--- config.mk ---
export PLATFORM = sky130hd
export DESIGN_NAME = hit_window_filter
export DESIGN_NICKNAME = d
export VERILOG_FILES = /design/src/rtl/hwf_pkg.sv /design/src/rtl/hwf_cfg.sv /design/src/rtl/hwf_quant.sv /design/src/rtl/hwf_limit.sv /design/src/rtl/hit_window_filter.sv
export SDC_FILE = /design/constraint.sdc
export NUM_CORES = 1
export LEC_CHECK = 0
export BUFFER_PORTS_ARGS = -buffer_cell sky130_fd_sc_hd__buf_2
export CAP_MARGIN = 40
export CORE_AREA = 2 2 106 108
export CTS_BUF_LIST = sky130_fd_sc_hd__clkbuf_8
export CTS_CLUSTER_SIZE = 25
export DETAILED_ROUTE_END_ITERATION = 7
export DIE_AREA = 0 0 108 110
export GPL_TIMING_DRIVEN = 0
export PLACE_DENSITY_LB_ADDON = 0.12
export SYNTH_ARGS = -nofsm -noshare
export SYNTH_HDL_FRONTEND = slang
export SYNTH_HIERARCHICAL = 1
export SYNTH_SLANG_ARGS = --single-unit
--- constraint.sdc ---
create_clock -name clk -period 4.45 [get_ports clk]
set_input_delay 0.6675 -clock clk [delete_from_list [all_inputs] [get_ports clk]]
set_output_delay 0.6675 -clock clk [all_outputs]
set_load 0.01 [all_outputs]
--- src/rtl/hwf_pkg.sv ---
package hwf_pkg;
  localparam int TW   = 14;  // raw time width in 0.5 ns ticks
  localparam int CFGW = 12;  // config width in ns
  localparam int CHW  = 3;   // channel index width
  localparam int LIMW = 5;   // hit limit width
  localparam int CW   = 10;  // data word width
  localparam int AW   = TW + 1;
  typedef enum logic [1:0] {
    RES_0P5 = 2'd0, RES_1P0 = 2'd1, RES_2P0 = 2'd2, RES_4P0 = 2'd3
  } res_e;
endpackage

--- src/rtl/hwf_cfg.sv ---
module hwf_cfg
  import hwf_pkg::*;
#(
  parameter int W = CFGW
) (
  input  logic         clk,
  input  logic         rst_n,
  input  logic         wr,
  input  logic         sel,
  input  logic [W-1:0] wdata,
  output logic [W-1:0] offset_ns,
  output logic [W-1:0] range_ns,
  output logic         err
);
  logic [W-1:0] offset_d, range_d, aligned;
  logic         err_d;

  always_comb begin
    aligned  = {wdata[W-1:3], 3'b000};
    offset_d = offset_ns;
    range_d  = range_ns;
    err_d    = err;
    if (wr) begin
      if (sel) range_d  = aligned;
      else     offset_d = aligned;
      if (wdata[2:0] != 3'b000) err_d = 1'b1;
    end
  end

  always_ff @(posedge clk or negedge rst_n) begin
    if (!rst_n) begin
      offset_ns <= '0;
      range_ns  <= '0;
      err       <= 1'b0;
    end else begin
      offset_ns <= offset_d;
      range_ns  <= range_d;
      err       <= err_d;
    end
  end
endmodule

--- src/rtl/hwf_quant.sv ---
module hwf_quant
  import hwf_pkg::*;
(
  input  logic [TW-1:0]   raw,
  input  logic [CFGW-1:0] offset_ns,
  input  logic [CFGW-1:0] range_ns,
  input  res_e            res,
  input  logic            both,
  input  logic            edge_in,
  output logic            pass,
  output logic [CW-1:0]   word
);
  logic [AW-1:0] raw_w, off_t, lim_t, diff, span;
  logic [CW-1:0] code;
  logic          early, in_win, in_span, edge_ok;

  always_comb begin
    raw_w   = AW'(raw);
    off_t   = AW'({offset_ns, 1'b0});
    lim_t   = AW'({(CFGW + 1)'(range_ns) + (CFGW + 1)'(8), 1'b0});
    early   = raw_w < off_t;
    diff    = early ? '0 : raw_w - off_t;
    span    = (both ? AW'(512) : AW'(1024)) << res;
    in_win  = raw_w < lim_t;
    in_span = diff < span;
    edge_ok = both | ~edge_in;
    pass    = in_win & in_span & edge_ok;
    unique case (res)
      RES_0P5: code = diff[9:0];
      RES_1P0: code = diff[10:1];
      RES_2P0: code = diff[11:2];
      default: code = diff[12:3];
    endcase
    word = both ? {edge_in, code[8:0]} : code;
  end
endmodule

--- src/rtl/hwf_limit.sv ---
module hwf_limit
  import hwf_pkg::*;
#(
  parameter int NCH_W = CHW,
  parameter int LW    = LIMW
) (
  input  logic             clk,
  input  logic             rst_n,
  input  logic             start,
  input  logic             hit,
  input  logic [NCH_W-1:0] chan,
  input  logic [LW-1:0]    max_hits,
  output logic             accept
);
  localparam int NCH = 1 << NCH_W;
  logic [LW-1:0] cnt_q [NCH];
  logic [LW-1:0] cnt_d [NCH];

  always_comb begin
    if (start) accept = hit & (max_hits != '0);
    else       accept = hit & (cnt_q[chan] < max_hits);
  end

  for (genvar c = 0; c < NCH; c++) begin : g_ch
    logic mine;
    always_comb begin
      mine = accept & (chan == NCH_W'(c));
      if (start) cnt_d[c] = mine ? LW'(1) : '0;
      else       cnt_d[c] = cnt_q[c] + LW'(mine);
    end
    always_ff @(posedge clk or negedge rst_n) begin
      if (!rst_n) cnt_q[c] <= '0;
      else        cnt_q[c] <= cnt_d[c];
    end
  end
endmodule

--- src/rtl/hit_window_filter.sv ---
module hit_window_filter
  import hwf_pkg::*;
(
  input  logic            clk,
  input  logic            rst_n,
  input  logic            cfg_wr,
  input  logic            cfg_sel,
  input  logic [CFGW-1:0] cfg_wdata,
  input  logic [1:0]      cfg_res,
  input  logic            cfg_both,
  input  logic [LIMW-1:0] cfg_max_hits,
  output logic            cfg_err,
  input  logic            evt_start,
  input  logic            hit_vld,
  input  logic [TW-1:0]   hit_time,
  input  logic            hit_edge,
  input  logic [CHW-1:0]  hit_chan,
  output logic            out_vld,
  output logic [CHW-1:0]  out_chan,
  output logic [CW-1:0]   out_word
);
  logic            rst_meta, rst_s;
  logic [CFGW-1:0] offset_ns, range_ns;
  logic            q_pass, accept;
  logic [CW-1:0]   q_word;
  logic            vld_d;
  logic [CHW-1:0]  chan_d;
  logic [CW-1:0]   word_d;

  always_ff @(posedge clk or negedge rst_n) begin
    if (!rst_n) begin
      rst_meta <= 1'b0;
      rst_s    <= 1'b0;
    end else begin
      rst_meta <= 1'b1;
      rst_s    <= rst_meta;
    end
  end

  hwf_cfg u_cfg (
    .clk(clk), .rst_n(rst_s), .wr(cfg_wr), .sel(cfg_sel), .wdata(cfg_wdata),
    .offset_ns(offset_ns), .range_ns(range_ns), .err(cfg_err)
  );

  hwf_quant u_quant (
    .raw(hit_time), .offset_ns(offset_ns), .range_ns(range_ns),
    .res(res_e'(cfg_res)), .both(cfg_both), .edge_in(hit_edge),
    .pass(q_pass), .word(q_word)
  );

  hwf_limit u_limit (
    .clk(clk), .rst_n(rst_s), .start(evt_start), .hit(hit_vld & q_pass),
    .chan(hit_chan), .max_hits(cfg_max_hits), .accept(accept)
  );

  always_comb begin
    vld_d  = accept;
    chan_d = out_chan;
    word_d = out_word;
    if (accept) begin
      chan_d = hit_chan;
      word_d = q_word;
    end
  end

  always_ff @(posedge clk or negedge rst_s) begin
    if (!rst_s) begin
      out_vld  <= 1'b0;
      out_chan <= '0;
      out_word <= '0;
    end else begin
      out_vld  <= vld_d;
      out_chan <= chan_d;
      out_word <= word_d;
    end
  end
endmodule

-- Word level (Yosys, flattened, before mapping)
Cells that the tools add are included.
W data, S select, Z words.
- output and inout port bits: 15
- input port bits: 44
- word-level logic and storage cells: 89
- flip-flop bits (word level): 75
- eq/ne operators: 9
- bitwise logic cells: 17
- shift-type cells: 1
- $add $sub $neg: 10
- multiplexer cells: 24
- reduce and logical (&&, ||, !) cells: 7
- order comparisons: 5
- operators by type and width (cell ; number):
    $mux W5 ; 10
    $add A5 B1 Y5 ; 8
    $pmux W10 S3 ; 1
    $bmux W5 S3 ; 1
    $lt A15 B15 Y1 ; 1
    $mux W15 ; 1
    $shl A15 B2 Y15 ; 1
    $sub A14 B13 Y15 ; 1
    $lt A14 B13 Y1 ; 1
    $lt A14 B14 Y1 ; 1
    $add A12 B4 Y13 const B ; 1
    $and A1 B1 Y1 ; 13
    $eq A3 B3 Y1 const B ; 4
    $mux W11 ; 1
    $mux W10 ; 1
    $mux W1 ; 9
    $eq A3 B2 Y1 const B ; 2
    $reduce_and A2 Y1 ; 3
    $lt A5 B5 Y1 ; 1
    $reduce_bool A5 Y1 ; 1
    $ge A4 B4 Y1 const B ; 1
    $not A3 Y4 ; 1
    $eq A3 B1 Y1 const B ; 1
    $logic_not A3 Y1 ; 1
    other kinds (6) ; 7

-- Depth between registers and ports, before layout
Gate-level depths: netlist of run 1.
- word-level depth: 11
- gate-level depth with buffers: 26
- gate-level depth less buffers: 25

-- Cells and area by module
Netlist of run 1, hierarchy kept.
- by module, submodules not included (module ; sequential area each (um2) ; area each (um2) ; cells each ; times used):
    hwf_limit ; 1001.0 ; 2338.5 ; 204 ; 1
    hwf_quant ; 0.0 ; 1532.7 ; 212 ; 1
    hwf_cfg ; 475.5 ; 805.8 ; 50 ; 1
    hit_window_filter ; 400.4 ; 605.6 ; 32 ; 1

-- Worst setup path after synthesis of run 1
No wires, ideal clock.
- path kind: input -> register
- start: input port hit_time[9]
- end: register u_limit/cnt_q[24] in the netlist's numbering
- required time: 4.318 ns
- setup slack: -0.240 ns
- data arrival time: 4.558 ns
- path buffers: 1
- stages on the path: 24
- setup time: 0.132 ns
- cells stage by stage: ha_1 -> o21ai_0 -> a21oi_1 -> o31a_1 -> a211oi_1 -> or2_2 -> buf_2 -> nor2_1 -> ha_1 -> o21ai_0 -> nand2b_1 -> a21oi_1 -> nor2b_1 -> o21ai_0 -> nand3_1 -> a211oi_1 -> and2_1 -> nand3_1 -> nor4b_2 -> ha_1 -> ha_1 -> nand3_1 -> xor2_1 -> nor2_1
- RTL lines (item ; line ; text):
    start, declared ; hit_window_filter.sv:15 ; input logic [TW-1:0] hit_time,
    end signal, assigned by index ; hwf_limit.sv:33 ; else cnt_q[c] <= cnt_d[c];
    end, declared ; hwf_limit.sv:16 ; logic [LW-1:0] cnt_q [NCH];

==> impl_metrics.tcl, run 1 <==
set metrics [dict create \
    netlist_top_cells_area "dfrtp_1, ha_1, mux2_4" \
    synthesis.area_mm2 0.00528 \
    synthCells 498 \
    register_area_mm2 0.00188 \
    status "finished, final reports clean" \
    synth_area_leader_cell "dfrtp_1" \
    criticalPathCategory "in -> reg" \
    cp_top_family "simple AND/OR/NAND/NOR gates" \
    grt_pass1_wl_um 19100 \
    drv_cap 0 \
    seq_area_frac_synth 0.355 \
    drc 0 \
    multi_input_area_mm2 0.00368 \
    ys_ff_latch 75 \
    yosys.cell_count.top_type "dfrtp_1" \
    die_h_um 110 \
    fill_cells 873 \
    post-route-min-period_ns 4.39 \
    critPathSlowestCell "o32ai_4" \
    drive_gt1_frac 0.412 \
    clk_latency_ns 0.36 \
    period_share 0.987 \
    p_leak_uw 0.00310 \
    grt_usage 0.206 \
    dp_hpwl_um 8650 \
    synth_area_per_cell_um2 10.6 \
    ctsHtreeMaxLevel 3 \
    synth_top_area_share 0.355 \
    finalWeightedCongestion 0.831 \
    overflow 0 \
    clk_path_buf_depth 2 \
    io_pins 59 \
    antenna_found_initial 0 \
    ir_drop_v 0.000208 \
    hold_buffers 0 \
    path_buf_inv 4 \
    cts-root-buf "clkbuf_8" \
    min_path_type "in -> async" \
    cts_tree "done" \
    finalSetupViolCount 0 \
    ys_warn_count 6 \
    layoutNonFillerInstCount 752 \
    clock.fmax_ghz 0.228 \
    crit_path_start "hit_time[6]" \
    clock-skew-final_ns 0.0145 \
    route.vias.total 4078 \
    cp_common_cell "ha_4" \
    start_util 0.494 \
    ant_nets 0 \
    synthDistinctLibCells 60 \
    cts_sinks 75 \
    synth_edf_count 0 \
    rr_startpoint "u_cfg/offset_ns[4]" \
    total_power_uw 2270 \
    core_mm2 0.0107 \
    clkTransAtPathRegs_ns 0.08 \
    dieArea_mm2 0.0119 \
    async_flop_share 1.00 \
    drtIter0Drc 153 \
    cts_made_buffers 9 \
    yosys-top-cells-count "dfrtp_1, ha_1, nor2_1" \
    portBuffers 57 \
    path_max_fanout 7 \
    power-per-cell-area_mw_per_mm2 332 \
    dp.cells 701 \
    drtPass1Iterations 4 \
    detail_route.wl_per_cell_um 15.9 \
    hold_viol_final 0 \
    cp-start-kind "primary input" \
    slew_headroom 0.425 \
    n_antenna_cell 0 \
    cp-end-kind "register" \
    worst-slew-pin-transition_ns 0.863 \
    routed_wl_um 11900 \
    required_ns 4.69 \
    final_nets 704 \
    crit_path_max_incr_delay_ns 0.30 \
    rows 38 \
    rsz0062_at_grt "yes" \
    slew_viol_final 0 \
    die_w_um 108 \
    arrival_ns 4.63 \
    grt_start_max_net_pins 57 \
    vias_per_cell 5.42 \
    grt_pass1_vias 4033 \
    area_delta_synth_final_pct 29.3 \
    synth_top_flop_cell "dfrtp_1" \
]
==> final cells by class <==
class | count | share of cell area
Inverter | 36 | 0.0198
Clock buffer | 10 | 0.0201
Buffer | 22 | 0.0190
Sequential cell | 75 | 0.275
Tap cell | 140 | 0.0256
Clock inverter | 6 | 0.0121
Timing Repair Buffer | 94 | 0.0901
Multi-Input combinational cell | 369 | 0.538
==> what timing repair did <==
item	4_1_cts	5_1_grt
endpoints found under the setup margin	31	53
cloned	0	0
gates resized for setup	16	72
endpoints found under the hold margin	0	0
pin swaps	18	31
setup buffers	13	23
==> final timing paths <==
kind | endpoint | slack, ns | cells after the start
worst max-delay path | u_limit/cnt_q[39] | 0.06 | 27
worst min-delay path | rst_s | 0.07 | 1
worst max register to register | u_limit/cnt_q[39] | 0.07 | 26
worst min register to register | u_cfg/err | 0.20 | 0
max in group asynchronous | out_word[1] | 3.69 | 1
min in group clk | rst_s | 0.36 | 0
==> stage by stage <==
step	setup TNS [ns]	util	setup slack (ns)	hold WS, ns	cell area (µm²)
after global routing	-3.77	0.639	-0.255	0.0490	6830
after CTS	0	0.588	0.0160	0.0495	6290
after global placement	-16.55	0.550	-0.603	0.335	5890
after floorplan	0	-	0.0226	0.331	5430
after detailed placement	-19.30	0.553	-0.655	0.203	5920
final	0	0.639	0.0570	0.0685	6830
==> kinds of logic (layout without fill, tap and decap cells) <==
logic type | after synthesis | count (layout) | synth area share
flops | 75 | 75 | 0.355
buf+inv | 59 | 168 | 0.0500
fa+ha+maj | 53 | 53 | 0.127
other cells | 2 | 7 | 0.00142
mux | 54 | 54 | 0.150
simple gates | 140 | 140 | 0.143
compound gates | 74 | 74 | 0.105
xor+xnor | 41 | 41 | 0.0680
==> power breakdown <==
group / switching [µW] / internal [µW]
clock: 257 / 327
combinational: 411 / 450
sequential: 59.0 / 767
total: 726 / 1540
==> metal layers <==
metal	track usage	share of wire
met3	0.0388	0.042
met1	0.285	0.48
met4	0.0733	0.014
met5	0	0
met2	0.324	0.46
==> flip-flops by register name (all words and copies together) (netlist names) <==
name / flops
rst_s: 1
out_chan: 3
u_limit/cnt_q: 40
u_cfg/offset_ns: 9
out_word: 10
out_vld: 1
u_cfg/range_ns: 9
u_cfg/err: 1
rst_meta: 1
==> placed cells by master (no fill, tap or decap), types with 8 or more instances in the layout <==
master / count
a211oi_1: 10
a21oi_1: 10
buf_2: 57
buf_4: 35
buf_6: 11
clkbuf_1: 10
clkbuf_8: 10
dfrtp_1: 74
ha_1: 30
ha_4: 15
inv_1: 30
inv_2: 8
mux2_2: 18
mux2_4: 19
mux4_2: 8
nand2_1: 14
nand3_1: 15
nand3_2: 11
nor2_1: 41
nor2b_1: 9
o22ai_1: 8
xnor2_1: 10
xor2_1: 27
No activity file was read; power rests on OpenSTA's default activity.
==> run 2, diff against run 1 <==
Settings changed: PLACE_DENSITY set to 0.81, PLACE_DENSITY_LB_ADDON 0.12 to not set.
==> run 2 against run 1 <==
The run now ends with negative setup slack left. Highest routed layer unchanged. Critical endpoint is now u_limit/cnt_q[29]. Via count up 4.3%. Sequential share of layout area is 1.1 points higher. Fmax shrank 3.4%.
==> impl_metrics.tcl, run 2 (same netlist as run 1, synthesis figures left out) <==
set metrics [dict create \
    status "finished with violations" \
    violations "negative setup slack" \
    path_max_fanout 8 \
    antenna_found_initial 0 \
    intPower_uw 1440 \
    clock-skew-final_ns 0.0123 \
    die_w_um 108 \
    rows 38 \
    crit_cells 25 \
    fin_area_mm2 0.00658 \
    overflow 0 \
    criticalPathCategory "in -> reg" \
    worst-slew-pin-transition_ns 0.752 \
    final_common_cell "dfrtp_1" \
    routed_wl_um 12500 \
    cp-start-kind "primary input" \
    n_antenna_cell 0 \
    dpl_worst_slack_ns -0.670 \
    grt_pass1_vias 4282 \
    register_area_mm2 0.00188 \
    hold_slack_ns 0.0634 \
    timing.final.ws_setup_ns -0.0966 \
    use_met2 0.360 \
    hold_viol_final 0 \
    top_usage_layer "met2" \
    cts_tree "done" \
    start_util 0.494 \
    dp_hpwl_um 8760 \
    power-per-cell-area_mw_per_mm2 336 \
    cp_top_family "simple AND/OR/NAND/NOR gates" \
    dpl_cell_area_mm2 0.00592 \
    portBuffers 57 \
    slew_viol_final 0 \
    drv_cap 0 \
    drtIter0Drc 221 \
    slew_headroom 0.499 \
    cts_sinks 75 \
    post-route-min-period_ns 4.55 \
    met3_usage 0.0476 \
    dp.cells 701 \
    drtPass1Iterations 5 \
    finalSetupViolCount 4 \
    switching_share 0.351 \
    timing.rr.end "u_limit/cnt_q[29]" \
    rr_startpoint "u_cfg/offset_ns[5]" \
    arrival_ns 4.78 \
    pwr-share-seq 0.375 \
    final_nets 698 \
    dieArea_mm2 0.0119 \
    period_share 1.02 \
    grt_start_max_net_pins 55 \
    met1_usage 0.270 \
    fin_tns_setup_ns -0.147 \
    finalWeightedCongestion 0.838 \
    ir_drop_v 0.000248 \
    cts-root-buf "clkbuf_8" \
    route.vias.total 4255 \
    multi_input_area_mm2 0.00352 \
    drive_gt1_frac 0.381 \
    core_mm2 0.0107 \
    largest_reg_flops 40 \
    top_regs "u_limit/cnt_q: 40 flops, out_word: 10 flops" \
    clk_latency_ns 0.37 \
    r2r_slack_ns -0.09 \
    largest-register "u_limit/cnt_q" \
    clk_path_buf_depth 2 \
    layout_common_cells "dfrtp_1, buf_2, nor2_1, buf_4, ha_1" \
    fill_cells 815 \
    crit_path_max_incr_delay_ns 0.30 \
    power_frac_clock 0.233 \
    critPathSlowestCell "nor4_2" \
    grt_pass1_wl_um 20000 \
    cp-end-kind "register" \
    cp_common_cell "buf_4" \
    ant_nets 0 \
    min_path_type "in -> async" \
    clock.fmax_ghz 0.220 \
    vias_per_cell 5.70 \
    layoutNonFillerInstCount 746 \
    detail_route.wl_per_cell_um 16.8 \
    die_h_um 110 \
    rsz0062_at_grt "yes" \
    grt_usage 0.214 \
    cts_made_buffers 9 \
    drc 0 \
    ctsHtreeMaxLevel 3 \
    r2r_cells 25 \
    path_buf_inv 6 \
    area_delta_synth_final_pct 24.6 \
    p_switching_uw 776 \
    required_ns 4.68 \
    p_leak_uw 0.00304 \
    io_pins 59 \
    clkTransAtPathRegs_ns 0.09 \
    pwr-share-comb 0.392 \
]
## run 2: cell count changes in the layout (fill, tap and decap cells not counted), sizes merged
cell      before  now
buf          105   99
bufinv         2    0
clkinv         0    2
inv           38   40
clkbuf        21   20
clkinvlp       2    1
## run 2: worst max path at each step
stage / from / end / slack (ns)
6_report: hit_time[6] / u_limit/cnt_q[29] / -0.1
5_1_grt: u_cfg/offset_ns[4] / u_limit/cnt_q[29] / -0.39
4_1_cts: u_cfg/offset_ns[9] / u_limit/cnt_q[39] / -0.008
3_5_place_dp: hit_time[5] / u_limit/cnt_q[34] / -0.67
3_3_place_gp: hit_time[5] / u_limit/cnt_q[34] / -0.61
2_1_floorplan: hit_time[5] / u_limit/cnt_q[34] / 0.02
## run 2: worst register-to-register path, stage by stage, from the launching register on
cell and delay [ns]:
dfrtp_1 0.37, inv_2 0.05, ha_4 0.26, buf_6 0.12
buf_4 0.11, o2111ai_2 0.20, nand4bb_4 0.18, buf_4 0.12
buf_4 0.09, buf_4 0.09, nand2_1 0.09, nor3b_2 0.29
a22o_1 0.19, ha_1 0.23, nor2b_1 0.13, o21ai_1 0.13
nand3_1 0.13, a211oi_2 0.17, and2_4 0.20, nand3_4 0.16
nor4_2 0.30, ha_2 0.28, ha_1 0.19, nand3_1 0.12
xor2_1 0.16, nor2_1 0.06
## run 2: per-stage QoR
step            util  total power, µW
2_1_floorplan      -             1350
3_3_place_gp   0.550             1520
3_5_place_dp   0.553             1560
4_1_cts        0.593             2140
5_1_grt        0.615             2350
6_report       0.615             2210
## run 2: metal layers
metal | vias up | wire length, µm
met4 | 0 | 348
met2 | 145 | 6200
li1 | 1978 | -
met3 | 36 | 703
met5 | - | 0
met1 | 2096 | 5290
## run 2: cell type report
type,instances,area share
tap,140,0.0266
clock buffer,9,0.0188
sequential,75,0.286
timing repair buffer,88,0.0835
clock inverter,7,0.0106
buffer,22,0.0198
multi-input combinational,369,0.534
inverter,36,0.0205
## run 2: power by group through the flow
| stage | registers [µW] | logic, µW | clock network [µW] |
|---|---|---|---|
| detailed placement | 842 | 719 | 0 |
| global placement | 848 | 676 | 0 |
| finish | 829 | 868 | 515 |
| floorplan | 862 | 492 | 0 |
| global route | 842 | 944 | 563 |
| CTS | 830 | 776 | 530 |
## run 2: repair_timing
| action | in CTS | in global routing |
|---|---|---|
| buffers inserted | 18 | 12 |
| gates cloned | 0 | 0 |
| gates resized for setup | 26 | 27 |
| hold buffers | 0 | 0 |
| pin swaps | 18 | 22 |
| endpoints found under the setup margin | 32 | 47 |
==> run 3, diff against run 2 <==
Settings changed: CAP_MARGIN 40 to 10, CELL_PAD_IN_SITES_DETAIL_PLACEMENT set to 1, CELL_PAD_IN_SITES_GLOBAL_PLACEMENT set to 2, CORE_AREA 2 2 106 108 to 2 2 114 116, DIE_AREA 0 0 108 110 to 0 0 116 118, PLACE_DENSITY 0.81 to 0.95.
==> run 3 against run 2 <==
Total power rose by 6.3%. Critical path type is now reg -> reg. Die area rose by 15%. Sequential cell count did not move. Clock power rose by 9.7%. Largest power group unchanged. Sequential share of layout area fell by 1.8 points. Fmax fell by 9.1%. The run still ends with negative setup slack left. Highest routed layer is now met5. Hold slack got worse by 0.0097 ns. Final cell count rose by 6.8%.
==> impl_metrics.tcl, run 3 (same netlist as run 1, synthesis figures left out) <==
set metrics [dict create \
    status "finished with violations" \
    violations "negative setup slack" \
    clock-skew-final_ns 0.0148 \
    portBuffers 57 \
    rows 41 \
    fin_area_mm2 0.00702 \
    clk_path_buf_depth 2 \
    cts_made_buffers 9 \
    drtIter0Drc 299 \
    hold_buffers 0 \
    required_ns 4.69 \
    overflow 0 \
    die_w_um 116 \
    period_share 1.12 \
    min_path_type "in -> async" \
    io_pins 59 \
    cp-end-kind "register" \
    ant_nets 0 \
    cp_common_cell "ha_4" \
    fin_tns_setup_ns -14.44 \
    slew_headroom 0.264 \
    rsz0062_at_grt "yes" \
    clk_latency_ns 0.39 \
    drive_gt1_frac 0.445 \
    detail_route.wl_per_cell_um 21.2 \
    r2r_slack_ns -0.55 \
    n_antenna_cell 0 \
    post-route-min-period_ns 5.00 \
    route.vias.total 4518 \
    drv_cap 0 \
    dp_hpwl_um 10200 \
    drtPass1Iterations 6 \
    top_regs "u_limit/cnt_q: 40 flops, out_word: 10 flops" \
    core_mm2 0.0124 \
    clock.fmax_ghz 0.200 \
    grt_pass1_vias 4736 \
    grt_pass1_wl_um 24200 \
    ctsHtreeMaxLevel 3 \
    drc 0 \
    arrival_ns 5.25 \
    dieArea_mm2 0.0137 \
    cts-root-buf "clkbuf_8" \
    slew_viol_final 0 \
    timing.final.ws_setup_ns -0.553 \
    ir_drop_v 0.000229 \
    layout_common_cells "dfrtp_1, buf_2, buf_4, nor2_1" \
    utilization 0.566 \
    crit_path_max_incr_delay_ns 0.38 \
    timing.rr.end "u_limit/cnt_q[14]" \
    power-per-cell-area_mw_per_mm2 335 \
    hold_viol_final 0 \
    cp-start-kind "register" \
    largest_reg_flops 40 \
    cts_tree "done" \
    start_util 0.426 \
    criticalPathCategory "reg -> reg" \
    p_leak_uw 0.00315 \
    grt_start_max_net_pins 55 \
    grt_usage 0.226 \
    vias_per_cell 5.67 \
    final_nets 717 \
    path_max_fanout 6 \
    finalWeightedCongestion 0.771 \
    rr_startpoint "u_cfg/offset_ns[4]" \
    antenna_found_initial 1 \
    final_common_cell "dfrtp_1" \
    routed_wl_um 16900 \
    critPathSlowestCell "dfrtp_1" \
    r2r_cells 27 \
    finalSetupViolCount 50 \
    cts_sinks 75 \
    clkTransAtPathRegs_ns 0.09 \
    die_h_um 118 \
    area_delta_synth_final_pct 32.9 \
    largest-register "u_limit/cnt_q" \
    worst-slew-pin-transition_ns 1.10 \
    dpl_cell_area_mm2 0.00596 \
]
[run 3: cell type report]
type / count / area [µm²]
Fill cell: 1352 / 5390
Multi-Input combinational cell: 369 / 3760
Sequential cell: 75 / 1880
Timing Repair Buffer: 108 / 714
Tap cell: 172 / 215
Inverter: 36 / 135
Clock buffer: 9 / 124
Buffer: 21 / 119
Clock inverter: 7 / 76.3
[run 3: repair_timing]
item                       CTS  global route
gates resized for setup     47            55
pin swaps                   33            28
setup endpoints to repair   50            53
gates cloned                 0             0
setup buffers               34            16
[run 3: where the power goes]
group	internal, µW	total, µW	switching, µW
Sequential	767	827	60.4
Combinational	481	959	478
Clock	264	565	301
[run 3: worst max-delay path, delay by kind of cell, from the launching register on]
kind / cells / cell delay, ns
DFF: 1 / 0.38
adders and majority gates: 4 / 0.84
and+or+nand+nor: 10 / 1.25
buffers and inverters: 5 / 0.65
xor gates and xnor gates: 2 / 0.38
AOI/OAI and AO/OA: 6 / 1.37
[run 3: worst max-delay path by stage]
stage                       start                end  slack, ns
3_5_place_dp          hit_time[4]  u_limit/cnt_q[34]      -0.94
3_3_place_gp          hit_time[5]  u_limit/cnt_q[34]      -0.84
5_1_grt        u_cfg/offset_ns[4]  u_limit/cnt_q[14]      -0.66
6_report       u_cfg/offset_ns[4]  u_limit/cnt_q[14]      -0.55
2_1_floorplan         hit_time[5]  u_limit/cnt_q[34]       0.02
4_1_cts        u_cfg/offset_ns[4]  u_limit/cnt_q[19]      -0.05
[run 3: through the flow]
step | power, µW | instances | setup WS, ns | hold WS, ns
after floorplan | 1350 | 503 | 0.0226 | 0.331
after global placement | 1540 | 732 | -0.838 | 0.339
after detailed placement | 1580 | 733 | -0.936 | 0.225
after CTS | 2260 | 782 | -0.0546 | 0.0401
after global routing | 2470 | 797 | -0.659 | 0.0348
final | 2350 | 797 | -0.553 | 0.0537
[run 3: metal layers]
layer	share of wire	global-route usage	wire [µm]
met1	0.40	0.283	6810
met2	0.51	0.383	8590
met3	0.054	0.0499	919
met4	0.031	0.0759	520
met5	0.0010	0	17
